<file path="src/rtl/bpw_pkg.sv">
package bpw_pkg;

  // Width of an index that counts 0..n-1, never below one bit.
  function automatic int cnt_w(input int n);
    cnt_w = (n <= 2) ? 1 : $clog2(n);
  endfunction

  // Stage order of the counter chain: 0 weight, 1 column, 2 line, 3 area.
  localparam int NSTG = 4;

  function automatic int stage_mod(input int i, input int f, input int c,
                                   input int r, input int a);
    case (i)
      0:       stage_mod = f;
      1:       stage_mod = c;
      2:       stage_mod = r;
      default: stage_mod = a;
    endcase
  endfunction

endpackage

</file>
<file path="src/rtl/wrap_ctr.sv">
module wrap_ctr #(
  parameter int MOD = 8,
  parameter int W   = 3
) (
  input  logic         clk,
  input  logic         rst,
  input  logic         clr,
  input  logic         step,
  output logic [W-1:0] value,
  output logic         last
);

  localparam logic [W-1:0] TOP = W'(MOD - 1);

  assign last = (value == TOP);

  always_ff @(posedge clk) begin
    if (rst || clr)  value <= '0;
    else if (step)   value <= last ? '0 : value + 1'b1;
  end

  // an index never leaves its field's legal range
  a_r1_ctr_in_range: assert property (@(posedge clk) disable iff (rst)
    value <= TOP);

  // a clear leaves the index at zero
  a_r8_clr_zero: assert property (@(posedge clk) disable iff (rst)
    $past(clr) |-> value == '0);

endmodule

</file>
<file path="src/rtl/addr_out_reg.sv">
module addr_out_reg #(
  parameter int W = 18
) (
  input  logic         clk,
  input  logic         rst,
  input  logic         load,
  input  logic [W-1:0] next_addr,
  input  logic         frame_last,
  output logic [W-1:0] addr,
  output logic         vld,
  output logic         done
);

  always_ff @(posedge clk) begin
    if (rst) begin
      addr <= '0;
      vld  <= 1'b0;
      done <= 1'b0;
    end else begin
      vld  <= load;
      done <= load & frame_last;
      if (load) addr <= next_addr;
    end
  end

  // an idle cycle produces no strobe and keeps the address
  a_r7_idle_hold: assert property (@(posedge clk) disable iff (rst)
    !$past(load) |-> (!vld && !done && $stable(addr)));

  // frame end is a single-cycle pulse
  a_r6_done_single: assert property (@(posedge clk) disable iff (rst)
    done |=> !done);

endmodule

</file>
<file path="src/rtl/bitplane_wr_addr_gen.sv">
module bitplane_wr_addr_gen
  import bpw_pkg::*;
#(
  parameter int FIELD_CNT = 8,
  parameter int COL_CNT   = 100,
  parameter int ROW_CNT   = 8,
  parameter int AREA_CNT  = 32,
  localparam int FW      = cnt_w(FIELD_CNT),
  localparam int CW      = cnt_w(COL_CNT),
  localparam int RW      = cnt_w(ROW_CNT),
  localparam int AW      = cnt_w(AREA_CNT),
  localparam int ADDR_W  = FW + AW + RW + CW
) (
  input  logic              clk,
  input  logic              rst,
  input  logic              vsync,
  input  logic              wr_valid,
  output logic [ADDR_W-1:0] wr_addr,
  output logic              wr_addr_vld,
  output logic              frame_end
);

  localparam int MAXW = (FW > CW ? FW : CW) > (RW > AW ? RW : AW)
                      ? (FW > CW ? FW : CW) : (RW > AW ? RW : AW);
  localparam logic [ADDR_W-1:0] ADDR_LAST =
    {FW'(FIELD_CNT-1), AW'(AREA_CNT-1), RW'(ROW_CNT-1), CW'(COL_CNT-1)};

  logic            accept;
  logic [NSTG:0]   carry;
  logic [NSTG-1:0] at_last;
  logic [MAXW-1:0] cval [NSTG];
  logic [ADDR_W-1:0] cur_addr;

  assign accept   = wr_valid & ~vsync;
  assign carry[0] = accept;

  for (genvar gi = 0; gi < NSTG; gi++) begin : g_stage
    localparam int M = stage_mod(gi, FIELD_CNT, COL_CNT, ROW_CNT, AREA_CNT);
    localparam int W = cnt_w(M);
    logic [W-1:0] v;
    wrap_ctr #(.MOD(M), .W(W)) u_ctr (
      .clk   (clk),
      .rst   (rst),
      .clr   (vsync),
      .step  (carry[gi]),
      .value (v),
      .last  (at_last[gi])
    );
    assign cval[gi]     = MAXW'(v);
    assign carry[gi+1]  = carry[gi] & at_last[gi];
  end

  // Weight on top, then area, line, column group.
  assign cur_addr = {cval[0][FW-1:0], cval[3][AW-1:0],
                     cval[2][RW-1:0], cval[1][CW-1:0]};

  addr_out_reg #(.W(ADDR_W)) u_out (
    .clk        (clk),
    .rst        (rst),
    .load       (accept),
    .next_addr  (cur_addr),
    .frame_last (carry[NSTG]),
    .addr       (wr_addr),
    .vld        (wr_addr_vld),
    .done       (frame_end)
  );

  logic [FW-1:0]        o_field;
  logic [ADDR_W-FW-1:0] o_rest;
  assign o_field = wr_addr[ADDR_W-1 -: FW];
  assign o_rest  = wr_addr[ADDR_W-FW-1:0];

  // back-to-back words below the top weight only bump the weight field
  a_r3_field_step: assert property (@(posedge clk) disable iff (rst)
    (wr_addr_vld && $past(wr_addr_vld) && $past(o_field) != FW'(FIELD_CNT-1))
    |-> (o_field == FW'($past(o_field) + 1'b1) && o_rest == $past(o_rest)));

  // the frame-end pulse marks the all-maximum address
  a_r6_done_at_last: assert property (@(posedge clk) disable iff (rst)
    frame_end |-> (wr_addr_vld && wr_addr == ADDR_LAST));

  // first word after a sync gets the origin address
  a_r8_sync_restart: assert property (@(posedge clk) disable iff (rst)
    ($past(vsync, 2) && $past(wr_valid) && !$past(vsync)) |-> wr_addr == '0);

endmodule

</file>
<file path="config.mk">
export PLATFORM = sky130hd
export DESIGN_NAME = bitplane_wr_addr_gen
export DESIGN_NICKNAME = d
export VERILOG_FILES = /design/src/rtl/bpw_pkg.sv /design/src/rtl/wrap_ctr.sv /design/src/rtl/addr_out_reg.sv /design/src/rtl/bitplane_wr_addr_gen.sv
export SDC_FILE = /design/constraint.sdc
export NUM_CORES = 1
export LEC_CHECK = 0
export BUFFER_PORTS_ARGS = -buffer_cell sky130_fd_sc_hd__buf_2
export CELL_PAD_IN_SITES_DETAIL_PLACEMENT = 1
export CELL_PAD_IN_SITES_GLOBAL_PLACEMENT = 2
export CORE_UTILIZATION = 38
export CTS_CLUSTER_SIZE = 40
export DETAILED_ROUTE_END_ITERATION = 8
export HOLD_SLACK_MARGIN = 0.1
export PLACE_DENSITY_LB_ADDON = 0.1
export RECOVER_POWER = 100
export SETUP_SLACK_MARGIN = 0.02
export SLEW_MARGIN = 20
export SYNTH_ARGS = -nofsm -noshare
export SYNTH_HDL_FRONTEND = slang
export SYNTH_HIERARCHICAL = 1
export SYNTH_SLANG_ARGS = --single-unit
</file>
<file path="constraint.sdc">
create_clock -name clk -period 3.55 [get_ports clk]
set_input_delay 0.1775 -clock clk [delete_from_list [all_inputs] [get_ports clk]]
set_output_delay 0.1775 -clock clk [all_outputs]
set_load 0.005 [all_outputs]
</file>
==> flow_summary.yaml <==
synth:
  yosysWarnings: 6
  ys_seq_area_frac: 0.470
  yosys.area.top_type: "dfxtp_1"
  synth_top_area_share: 0.470
  async_flop_share: 0
  synthFlopType: "dfxtp_1"
  synthCells: 154
  netlist_area_um2: 1620
  ys_types: 37
  ys_ff_latch: 38
  netlist_top_cells_area: "dfxtp_1, mux2i_1, nor2_1"
  synth.net_count: 165
  synth_edf_count: 0
  syn_area_per_cell_um2: 10.5
sta:
  slew_violations: 0
  period_minus_slack_ps: 2050
  finalHoldViolations: 0
  max_freq_mhz: 488
  post-route-period-util: 0.577
  skew_ps: 3.68
  timing.hold.ws_ps: 364
  layout_setup_ws_ps: 1500
  setup_viol: 0
  tightest_slew_ps: 1190
  rsz0062_at_grt: "no"
  fin_tns_setup_ps: 0
  relSlewSlack: 0.204
power_and_ir_drop:
  seqPwrFrac: 0.564
  total_leakage_power_nw: 0.700
  switching_share: 0.217
  combPwrFrac: 0.035
  p_clk_frac: 0.401
  power_density_nw_per_um2: 424
  p_int_uw: 593
  peakVddDrop_mv: 0.166
  fin_total_pwr_uw: 758
  switchingPower_uw: 165
worst_setup_path:
  path_class: "reg2reg"
  arrival_ps: 2240
  path_cells: "or4b_4 > nor2_1 > and2_0 > or3b_1 > a211oi_1"
  endpoint_kind: "flip-flop"
  cp_max_fo: 7
  worst-r2r-cell-count: 5
  worstPathRequired_ps: 3750
  setup.worst_path.start: "g_stage[1].u_ctr/value[2]$_SDFFE_PP0P_"
  slowest_delay_ps: 590
  r2r_slack_ps: 1500
  r2r_start: "g_stage[1].u_ctr/value[2]$_SDFFE_PP0P_"
  start_kind: "flip-flop"
  slowest_stage: "or4b_4"
  rr_endpoint: "g_stage[2].u_ctr/value[0]$_SDFFE_PP0P_"
place:
  hpwl_um: 2330
  portBuffers: 23
  dp_slack_ps: 1600
  gp_congestion: 0.744
clocking:
  cts_buffers: 5
  cts_tree: "yes"
  post_cts_resized: 0
  clock_tree.root_cell: "clkbuf_8"
  clkSlewWorstSetupHoldPaths_ps: 70
  hold_buffers: 0
  post_cts_buffers: 0
  insertion_delay_ps: 290
  cts.sinks: 38
  cts_buffer_depth: 2
  htree_levels: 2
run_status:
  outcome: "finished, final reports clean"
layout:
  area_growth_pct: 10.4
  antenna_cells: 0
  nets: 190
  layout-drive-gt1-share: 0.111
  postLayoutCoreUtil: 0.440
detailed_routing:
  routedWlPerCell_um: 14.7
  drtIter0Drc: 27
  via_per_inst: 5.05
  drcViolationCount: 0
  routed_wl_um: 3380
  ant_nets: 0
  firstDrtPassIters: 4
  dr_total_vias: 1162
floorplan:
  start_util: 0.399
  core_um2: 4060
  die_w_um: 67.3
  die_area_um2: 4520
  rows: 23
  io_pins: 24
  die_y_um: 67.3
global_route:
  grt_pass1_wl_um: 5420
  grt_max_degree: 31
  grt_overflow: 0
  gr-usage-all-layers: 0.165
  antenna_found_initial: 0
  grt_pass1_vias: 1099
worst_hold_path:
  worst_hold_path_type: "in2reg"
  whs_endpoint: "u_out/addr[12]$_SDFFE_PP0P_"
  hp-start: "rst"
  worstHoldPathCells: 2
run:
  max_cap_violations: 0
## cell usage in the layout (no fill, tap or decap), types with 2 or more instances in the layout
cell type  Yosys  routed
a211oi_1       0       2
a21oi_1        5       5
and2b_1        1       2
and3_1         1       2
buf_2          0       9
clkbuf_1       1      15
clkbuf_8       0       6
dfxtp_1       38      38
ha_1           7       7
mux2i_1       24      24
nand2_1        7       7
nand2b_1       2       2
nand4_1        3       3
nor2_1        25      25
nor3_1         6       6
o21ai_0        3       3
o31ai_1        1       2
or3b_1         2       2
xor2_1         4       4
## kinds of logic after synthesis
logic type,after synthesis,share of synthesized area
mux,24,0.148
buf+inv,6,0.0356
fa+ha+maj,7,0.0541
simple gates,60,0.196
flops,38,0.470
compound gates,14,0.0681
xor+xnor,5,0.0271
## worst max-delay path by stage
stage          slack (ps)                                endpoint  cells after the start
2_1_floorplan        1740  g_stage[2].u_ctr/value[0]$_SDFFE_PP0P_                      5
3_3_place_gp         1660  g_stage[2].u_ctr/value[0]$_SDFFE_PP0P_                      5
3_5_place_dp         1600  g_stage[2].u_ctr/value[0]$_SDFFE_PP0P_                      5
4_1_cts              1590  g_stage[2].u_ctr/value[0]$_SDFFE_PP0P_                      5
5_1_grt              1350  g_stage[2].u_ctr/value[0]$_SDFFE_PP0P_                      6
6_report             1500  g_stage[2].u_ctr/value[0]$_SDFFE_PP0P_                      5
## registers in the layout (all words and copies together), names as in the netlist
name	cells
g_stage.u_ctr/value	18
u_out/vld	1
u_out/addr	18
u_out/done	1
## critical path: cells and delay by family, from the launching register on
family	cells	cell delay (ps)
compound gates	1	220
flops	1	360
simple gates	4	1370
## synthesized netlist by cell type (all sizes together), types with 2 or more instances
| library cell | n |
|---|---|
| nand2b | 2 |
| o31ai | 2 |
| nand4 | 3 |
| xor2 | 4 |
| and2b | 2 |
| nand2 | 8 |
| and2 | 2 |
| mux2i | 24 |
| a211oi | 2 |
| buf | 4 |
| nor2 | 25 |
| and3b | 2 |
| and3 | 2 |
| a21oi | 5 |
| nor3 | 6 |
| ha | 7 |
| o21ai | 3 |
| or3b | 2 |
| dfxtp | 38 |
## metrics by stage
stage,cell area [um^2],instances
after detailed placement,1740,222
final,1790,230
after global placement,1740,222
after global routing,1790,230
after floorplan,1620,154
after CTS,1830,230
## routing by layer
metal	wire length (um)	up-vias	GRT usage
met1	1690	553	0.222
met5	0	-	0
met4	46	0	0.0718
met3	95	5	0.0405
li1	-	588	-
met2	1550	16	0.249
## layout make-up
class                      instances  area [um^2]
multi-input combinational        110          771
sequential                        38          761
clock buffer                       7         86.3
timing repair buffer              23         97.6
fill                             470         2270
clock inverter                     1         5.00
inverter                           1         3.75
tap                               50         62.6
## power by group through the flow
| stage | Sequential, mW | Combinational, mW | Clock [mW] |
|---|---|---|---|
| 5_1_grt | 0.428 | 0.0293 | 0.330 |
| 2_1_floorplan | 0.437 | 0.0220 | 0 |
| 3_5_place_dp | 0.437 | 0.0284 | 0 |
| 4_1_cts | 0.427 | 0.0286 | 0.313 |
| 6_report | 0.428 | 0.0265 | 0.303 |
| 3_3_place_gp | 0.437 | 0.0280 | 0 |
Note: power is estimated with default switching activity, not from simulation.
